<file path="src/rtl/kwdt_pkg.sv">
package kwdt_pkg;
    typedef enum logic [1:0] {
        ST_OFF   = 2'd0,
        ST_COUNT = 2'd1,
        ST_TRIP  = 2'd2
    } wd_state_t;

    localparam logic [15:0] KICK_KEY   = 16'h5743;
    localparam int          EN_BIT     = 15;
    localparam int          WIN_BIT    = 0;
    localparam int          CS_LSB     = 6;
    localparam int          PS_LSB     = 8;
    localparam int          CAUSE_BIT  = 4;
    localparam logic [15:0] CTRL_MASK  = 16'h9FC1;
    localparam logic [31:0] STAT_MASK  = 32'h0000_001C;
endpackage

</file>
<file path="src/rtl/kwdt_prescale.sv">
module kwdt_prescale #(
    parameter int W = 5
) (
    input  logic         clk,
    input  logic         rst_n,
    input  logic         tick,
    input  logic         clr,
    output logic [W-1:0] cnt,
    output logic         carry
);
    always_ff @(posedge clk or negedge rst_n) begin
        if (!rst_n)      cnt <= '0;
        else if (clr)    cnt <= '0;
        else if (tick)   cnt <= cnt + 1'b1;
    end

    assign carry = tick && (cnt == {W{1'b1}});
endmodule

</file>
<file path="src/rtl/kwdt_counter.sv">
module kwdt_counter #(
    parameter int PRE_W = 5,
    parameter int PS_W  = 5
) (
    input  logic            clk,
    input  logic            rst_n,
    input  logic            tick,
    input  logic            clr,
    input  logic [PS_W-1:0] ps,
    output logic            expire,
    output logic            win_open
);
    localparam int POST_W = 2 ** PS_W;
    localparam int POS_W  = POST_W + PRE_W;
    localparam int SH_W   = $clog2(POS_W);

    logic [PRE_W-1:0]  pre_q;
    logic              pre_carry;
    logic [POST_W-1:0] post_q;
    logic [POS_W-1:0]  pos;
    logic [POS_W-1:0]  limit;
    logic [POS_W-1:0]  thresh;
    logic [SH_W-1:0]   shamt;

    kwdt_prescale #(.W(PRE_W)) u_pre (
        .clk   (clk),
        .rst_n (rst_n),
        .tick  (tick),
        .clr   (clr),
        .cnt   (pre_q),
        .carry (pre_carry)
    );

    always_ff @(posedge clk or negedge rst_n) begin
        if (!rst_n)          post_q <= '0;
        else if (clr)        post_q <= '0;
        else if (pre_carry)  post_q <= post_q + 1'b1;
    end

    assign pos    = {post_q, pre_q};
    assign shamt  = SH_W'(ps) + SH_W'(PRE_W);
    assign limit  = POS_W'(1) << shamt;
    assign thresh = limit - (limit >> 2);

    assign expire   = tick && (pos == (limit - 1'b1));
    assign win_open = (pos >= thresh);

    // the position never runs past the terminal count
    p_pos_bounded_r4: assert property (@(posedge clk) disable iff (!rst_n)
        pos <= limit);

    // a restart leaves the count at zero
    p_clear_zero_r6: assert property (@(posedge clk) disable iff (!rst_n)
        clr |=> (pos == '0));
endmodule

</file>
<file path="src/rtl/kwdt_regs.sv">
module kwdt_regs
    import kwdt_pkg::*;
#(
    parameter int          ADDR_W   = 5,
    parameter logic [4:0]  RESET_PS = 5'd0,
    parameter logic [1:0]  RESET_CS = 2'd0
) (
    input  logic              clk,
    input  logic              rst_n,
    input  logic              bus_valid,
    input  logic              bus_write,
    input  logic [ADDR_W-1:0] bus_addr,
    input  logic [3:0]        bus_be,
    input  logic [31:0]       bus_wdata,
    output logic [31:0]       bus_rdata,
    input  logic              trip_set,
    output logic              en,
    output logic              win_en,
    output logic [4:0]        ps,
    output logic              kick
);
    localparam int IDX_W = ADDR_W - 2;
    localparam logic [15:0] CTRL_RST =
        (16'(RESET_PS) << PS_LSB) | (16'(RESET_CS) << CS_LSB);

    logic [15:0]      ctrl_q, ctrl_d;
    logic [31:0]      stat_q, stat_d;
    logic [IDX_W-1:0] idx;
    logic [31:0]      bm, wm;
    logic             wr;

    assign idx = bus_addr[ADDR_W-1:2];
    assign wr  = bus_valid && bus_write;
    assign bm  = {{8{bus_be[3]}}, {8{bus_be[2]}}, {8{bus_be[1]}}, {8{bus_be[0]}}};
    assign wm  = bus_wdata & bm;

    always_comb begin
        ctrl_d = ctrl_q;
        if (wr) begin
            case (idx)
                IDX_W'(0): ctrl_d = ((ctrl_q & ~bm[15:0]) | wm[15:0]) & CTRL_MASK;
                IDX_W'(1): ctrl_d = ctrl_q & ~wm[15:0];
                IDX_W'(2): ctrl_d = (ctrl_q | wm[15:0]) & CTRL_MASK;
                default:   ctrl_d = ctrl_q;
            endcase
        end
    end

    always_comb begin
        stat_d = stat_q;
        if (wr) begin
            case (idx)
                IDX_W'(4): stat_d = ((stat_q & ~bm) | wm) & STAT_MASK;
                IDX_W'(5): stat_d = stat_q & ~wm;
                IDX_W'(6): stat_d = (stat_q | wm) & STAT_MASK;
                default:   stat_d = stat_q;
            endcase
        end
        if (trip_set) stat_d[CAUSE_BIT] = 1'b1;
    end

    always_ff @(posedge clk or negedge rst_n) begin
        if (!rst_n) begin
            ctrl_q <= CTRL_RST & CTRL_MASK;
            stat_q <= '0;
        end else begin
            ctrl_q <= ctrl_d;
            stat_q <= stat_d;
        end
    end

    always_comb begin
        case (idx)
            IDX_W'(0), IDX_W'(1), IDX_W'(2): bus_rdata = {16'h0, ctrl_q};
            IDX_W'(4), IDX_W'(5), IDX_W'(6): bus_rdata = stat_q;
            default:                         bus_rdata = '0;
        endcase
    end

    assign en     = ctrl_q[EN_BIT];
    assign win_en = ctrl_q[WIN_BIT];
    assign ps     = ctrl_q[PS_LSB +: 5];
    assign kick   = wr && (idx == '0) && (bus_be == 4'b1100) &&
                    (bus_wdata[31:16] == KICK_KEY);

    // a timeout leaves the cause flag set
    p_sticky_r9: assert property (@(posedge clk) disable iff (!rst_n)
        trip_set |=> stat_q[CAUSE_BIT]);

    // unused status bits never become 1
    p_status_mask_r11: assert property (@(posedge clk) disable iff (!rst_n)
        (stat_q & ~STAT_MASK) == '0);
endmodule

</file>
<file path="src/rtl/kwdt_fsm.sv">
module kwdt_fsm
    import kwdt_pkg::*;
(
    input  logic clk,
    input  logic rst_n,
    input  logic en,
    input  logic win_en,
    input  logic kick,
    input  logic expire,
    input  logic win_open,
    output logic rst_req,
    output logic cnt_clr
);
    wd_state_t state_q, state_d;
    logic      kick_ok, kick_early;

    assign kick_ok    = (state_q == ST_COUNT) && kick && (!win_en || win_open);
    assign kick_early = (state_q == ST_COUNT) && kick && win_en && !win_open;

    always_ff @(posedge clk or negedge rst_n) begin
        if (!rst_n) state_q <= ST_OFF;
        else        state_q <= state_d;
    end

    always_comb begin
        state_d = state_q;
        unique case (state_q)
            ST_OFF:   state_d = en ? ST_COUNT : ST_OFF;
            ST_COUNT: begin
                if (!en)                                  state_d = ST_OFF;
                else if (kick_early || (expire && !kick_ok)) state_d = ST_TRIP;
                else                                      state_d = ST_COUNT;
            end
            ST_TRIP:  state_d = en ? ST_COUNT : ST_OFF;
            default:  state_d = ST_OFF;
        endcase
    end

    always_comb begin
        rst_req = 1'b0;
        cnt_clr = 1'b1;
        unique case (state_q)
            ST_OFF:   cnt_clr = 1'b1;
            ST_COUNT: cnt_clr = kick_ok;
            ST_TRIP:  begin
                rst_req = 1'b1;
                cnt_clr = 1'b1;
            end
            default:  cnt_clr = 1'b1;
        endcase
    end

    // the request is a single-cycle pulse
    p_pulse_single_r5: assert property (@(posedge clk) disable iff (!rst_n)
        rst_req |=> !rst_req);

    // a disabled timer stays quiet
    p_off_quiet_r8: assert property (@(posedge clk) disable iff (!rst_n)
        !en |=> !rst_req);

    // an early windowed key trips at once
    p_early_trip_r10: assert property (@(posedge clk) disable iff (!rst_n)
        (en && win_en && kick && !win_open && state_q == ST_COUNT) |=> rst_req);
endmodule

</file>
<file path="src/rtl/kwdt_top.sv">
module kwdt_top #(
    parameter int         ADDR_W   = 5,
    parameter int         PRE_W    = 5,
    parameter logic [4:0] RESET_PS = 5'd0,
    parameter logic [1:0] RESET_CS = 2'd0
) (
    input  logic              clk,
    input  logic              rst_n,
    input  logic              wdt_tick,
    input  logic              bus_valid,
    input  logic              bus_write,
    input  logic [ADDR_W-1:0] bus_addr,
    input  logic [3:0]        bus_be,
    input  logic [31:0]       bus_wdata,
    output logic [31:0]       bus_rdata,
    output logic              rst_req
);
    logic       en, win_en, kick, expire, win_open, cnt_clr;
    logic [4:0] ps;

    kwdt_regs #(
        .ADDR_W   (ADDR_W),
        .RESET_PS (RESET_PS),
        .RESET_CS (RESET_CS)
    ) u_regs (
        .clk       (clk),
        .rst_n     (rst_n),
        .bus_valid (bus_valid),
        .bus_write (bus_write),
        .bus_addr  (bus_addr),
        .bus_be    (bus_be),
        .bus_wdata (bus_wdata),
        .bus_rdata (bus_rdata),
        .trip_set  (rst_req),
        .en        (en),
        .win_en    (win_en),
        .ps        (ps),
        .kick      (kick)
    );

    kwdt_counter #(.PRE_W(PRE_W), .PS_W(5)) u_cnt (
        .clk      (clk),
        .rst_n    (rst_n),
        .tick     (wdt_tick),
        .clr      (cnt_clr),
        .ps       (ps),
        .expire   (expire),
        .win_open (win_open)
    );

    kwdt_fsm u_fsm (
        .clk      (clk),
        .rst_n    (rst_n),
        .en       (en),
        .win_en   (win_en),
        .kick     (kick),
        .expire   (expire),
        .win_open (win_open),
        .rst_req  (rst_req),
        .cnt_clr  (cnt_clr)
    );
endmodule

</file>
<file path="config.mk">
export PLATFORM = sky130hd
export DESIGN_NAME = kwdt_top
export DESIGN_NICKNAME = d
export VERILOG_FILES = /design/src/rtl/kwdt_pkg.sv /design/src/rtl/kwdt_prescale.sv /design/src/rtl/kwdt_counter.sv /design/src/rtl/kwdt_regs.sv /design/src/rtl/kwdt_fsm.sv /design/src/rtl/kwdt_top.sv
export SDC_FILE = /design/constraint.sdc
export NUM_CORES = 1
export LEC_CHECK = 0
export BUFFER_PORTS_ARGS = -buffer_cell sky130_fd_sc_hd__buf_2
export CORE_UTILIZATION = 45
export CTS_CLUSTER_DIAMETER = 30
export DETAILED_ROUTE_END_ITERATION = 16
export PLACE_DENSITY = 0.66
export SLEW_MARGIN = 25
export SYNTH_ARGS = -nofsm -noshare
export SYNTH_HDL_FRONTEND = slang
export SYNTH_SLANG_ARGS = --single-unit
</file>
<file path="constraint.sdc">
create_clock -name clk -period 4.9 [get_ports clk]
set_input_delay 0.735 -clock clk [delete_from_list [all_inputs] [get_ports clk]]
set_output_delay 0.735 -clock clk [all_outputs]
set_load 0.02 [all_outputs]
</file>
==> results.txt <==
Number of global-route vias before repair -> 8734
GRT Residual Overflow -> 0
Max-cap violations -> 0
Slew @ Worst Pin -> 0.7903 ns
CP startpoint kind -> flop
Core ar. -> 0.01827 sq mm
First-pass GRT wire length -> 44630 microns
Top FF cell, synth -> dfrtp_1
Worst hold margin -> 0.4456 ns
Inserted Diodes -> 0
Routability Congestion -> 0.9673
DR WL/cell -> 18.07 microns
Die height -> 139.5 microns
Final period utilization -> 106.3%
Initial Util -> 46.58%
Post-synthesis sequential area ratio -> 25.58%
Max IR drop VDD -> 0.2247 mV
Top fanout value on the critical path -> 7
Die area -> 0.01947 sq mm
Status -> complete, but fails checks
GR Layer Usage met3 -> 4.508%
Area Overhead vs Synth -> 34.53%
Synthesized area per cell -> 7.837 sq um
Routed vias -> 8984
Die Wd -> 139.5 microns
Post-Route WL -> 27660 microns
Antenna Nets Post-Route -> 0
CP endpoint kind -> flop
Via/cell ratio -> 5.868
Leakage -> 5.458 nW
Setup WS pre-CTS -> -0.5428 ns
Layout cells sized above 1 -> 30.11%
CTS Buf Count -> 9
Tmin final -> 5.207 ns
Slew HR -> 47.31%
Top Ports -> 79
Commonest cells after routing, fill and taps aside -> buf_4, a21oi_1, nand2_1
Clk_skew -> 0.008630 ns
H-tree levels -> 3
Filler instances -> 1555
Met1 Track Usage GR -> 36.75%
Synth unique cells -> 79
Final setup violation count -> 39
FP Rows -> 49
R2R cell count -> 26
Global Route Usage Sum -> 28.69%
Met2 Usage GRT -> 48.11%
FF+latch count, synth -> 87
Clk Latency, worst-skew pair -> 0.34 ns
RSZ-0062 raised after global routing -> true
Synth Cell Area -> 0.008511 sq mm
Class of the worst hold path -> primary input to async pin
Fin. Hold Viols -> 0
FF-to-FF End -> u_cnt.post_q[1]$_DFFE_PN0P_
Pins over their slew limit -> 0
Max incr delay on CP -> 0.51 ns
Design Power -> 3.862 mW
Clock sinks -> 87
Clk buf depth -> 2
Initial antenna violation count -> 0
Worst endpoint data arrival time -> 5.44 ns
EDFF count, synth -> 0
Final worst slack -> -0.3067 ns
Register-to-register setup slack -> -0.31 ns
Slowest stage cell, crit path -> dfrtp_2
P per Cell Area -> 337.3 mW/mm^2
Failing checks -> negative setup slack
TritonCTS clock tree -> built
Commonest non-fill, non-tap cell in the layout -> buf_4
Async set-reset flop share out of synthesis -> 100.0%
Layout Nets -> 1419
Hold_buf cts -> 0
Req. time, crit path -> 5.13 ns
Largest net degree at the start of global routing -> 88
Ys Warns -> 0
Drt pass-1 iters -> 5
GRT busiest layer -> met2
DR iter-0 viols -> 654
I/O Buffers -> 76
DP HPWL -> 19940 microns
Root Driver -> clkbuf_16
Max Clock Freq -> 192.1 MHz
Synth Instances -> 1086
Critical path class -> flop to flop
DR DRC count -> 0
Worst-path clk slew -> 0.07 ns
## Yosys cell counts (all sizes together), types with 5 or more instances
master	instances	area share [%]
a211oi	7	0.68
a21boi	10	0.88
a21o	25	2.2
a21oi	105	6.2
a22o	17	1.7
a31oi	9	0.66
and2	21	1.5
and3	12	0.88
buf	24	1.7
clkbuf	41	1.8
dfrtp	87	26
ha	75	11
inv	55	2.4
mux2i	6	0.71
nand2	92	4.1
nand2b	15	1.1
nand3	39	2.3
nand4	36	2.6
nor2	94	4.2
nor2b	8	0.59
nor3	20	1.4
nor3b	5	0.44
nor4	12	0.96
nor4b	5	0.51
o211ai	9	0.79
o21a	35	3.1
o21ai	59	3.5
o21bai	5	0.44
o31ai	5	0.44
or3	9	0.66
xnor2	41	4.2
xor2	41	4.2
## layer usage
metal / up-vias / routed length, microns
li1: 4338 / -
met1: 4304 / 12060
met2: 278 / 13190
met3: 64 / 1409
met4: 0 / 996
met5: - / 0
## cells by family (layout without fill, tap and decap cells)
group / Yosys count / after routing / share of synthesized area [%]
AOI/OAI and AO/OA: 324 / 324 / 24.73
xor gates and xnor gates: 82 / 82 / 8.439
adders and majority gates: 76 / 76 / 11.26
buffers and inverters: 120 / 326 / 5.910
DFF: 87 / 87 / 25.58
muxes: 7 / 7 / 0.8380
other: 2 / 12 / 0.08824
and+or+nand+nor: 388 / 388 / 23.16
## how the worst max path moves through the flow
stage / from / to / slack (ns) / cells after the start
2_1_floorplan: flop / u_cnt.post_q[10]$_DFFE_PN0P_ / 0.04 / 25
3_3_place_gp: flop / u_cnt.post_q[29]$_DFFE_PN0P_ / -0.50 / 23
3_5_place_dp: flop / u_cnt.post_q[27]$_DFFE_PN0P_ / -0.54 / 23
4_1_cts: flop / u_cnt.post_q[8]$_DFFE_PN0P_ / -0.11 / 27
5_1_grt: flop / u_cnt.post_q[12]$_DFFE_PN0P_ / -0.44 / 28
6_report: flop / u_cnt.post_q[1]$_DFFE_PN0P_ / -0.31 / 26
## where the power goes
| part | internal [mW] | switching [mW] | total (mW) |
|---|---|---|---|
| clock network | 0.399 | 0.297 | 0.696 |
| logic | 1.18 | 1.20 | 2.38 |
| registers | 0.741 | 0.0440 | 0.785 |
## area by class of cell
| cell class | count | area (sq um) | share of cell area (%) |
|---|---|---|---|
| multi-input combinational | 889 | 6581 | 57.48 |
| timing repair buffer | 255 | 1888 | 16.49 |
| inverter | 55 | 211.5 | 1.847 |
| clock buffer | 10 | 229.0 | 2.000 |
| tap | 229 | 286.5 | 2.502 |
| clock inverter | 6 | 70.07 | 0.6120 |
| sequential | 87 | 2183 | 19.07 |
## worst max-delay path, delay by kind of cell (launching register included)
family                   cells  cell delay (ns)
AO/OA/AOI/OAI               10             1.91
AND/OR/NAND/NOR              8             1.35
flip-flops                   1             0.51
buffers and inverters        6             0.84
adder cells (fa/ha/maj)      2             0.47
## through the flow
| step | instances | setup TNS [ns] | area [sq um] | util (%) |
|---|---|---|---|---|
| 2_1_floorplan | 1096 | 0 | 8576 | - |
| 3_3_place_gp | 1478 | -18.80 | 10020 | 54.84 |
| 3_5_place_dp | 1478 | -20.51 | 10020 | 54.86 |
| 4_1_cts | 1525 | -3.058 | 11140 | 60.98 |
| 5_1_grt | 1531 | -14.51 | 11450 | 62.67 |
| 6_report | 1531 | -9.619 | 11450 | 62.67 |
## what timing repair did
action | 4_1_cts | 5_1_grt
pin swaps | 43 | 39
resized for setup | 112 | 55
hold endpoints to repair | 0 | 0
cloned | 4 | 0
buffers inserted | 28 | 8
endpoints found under the setup margin | 39 | 39
Note: power is estimated with default switching activity, not from simulation.
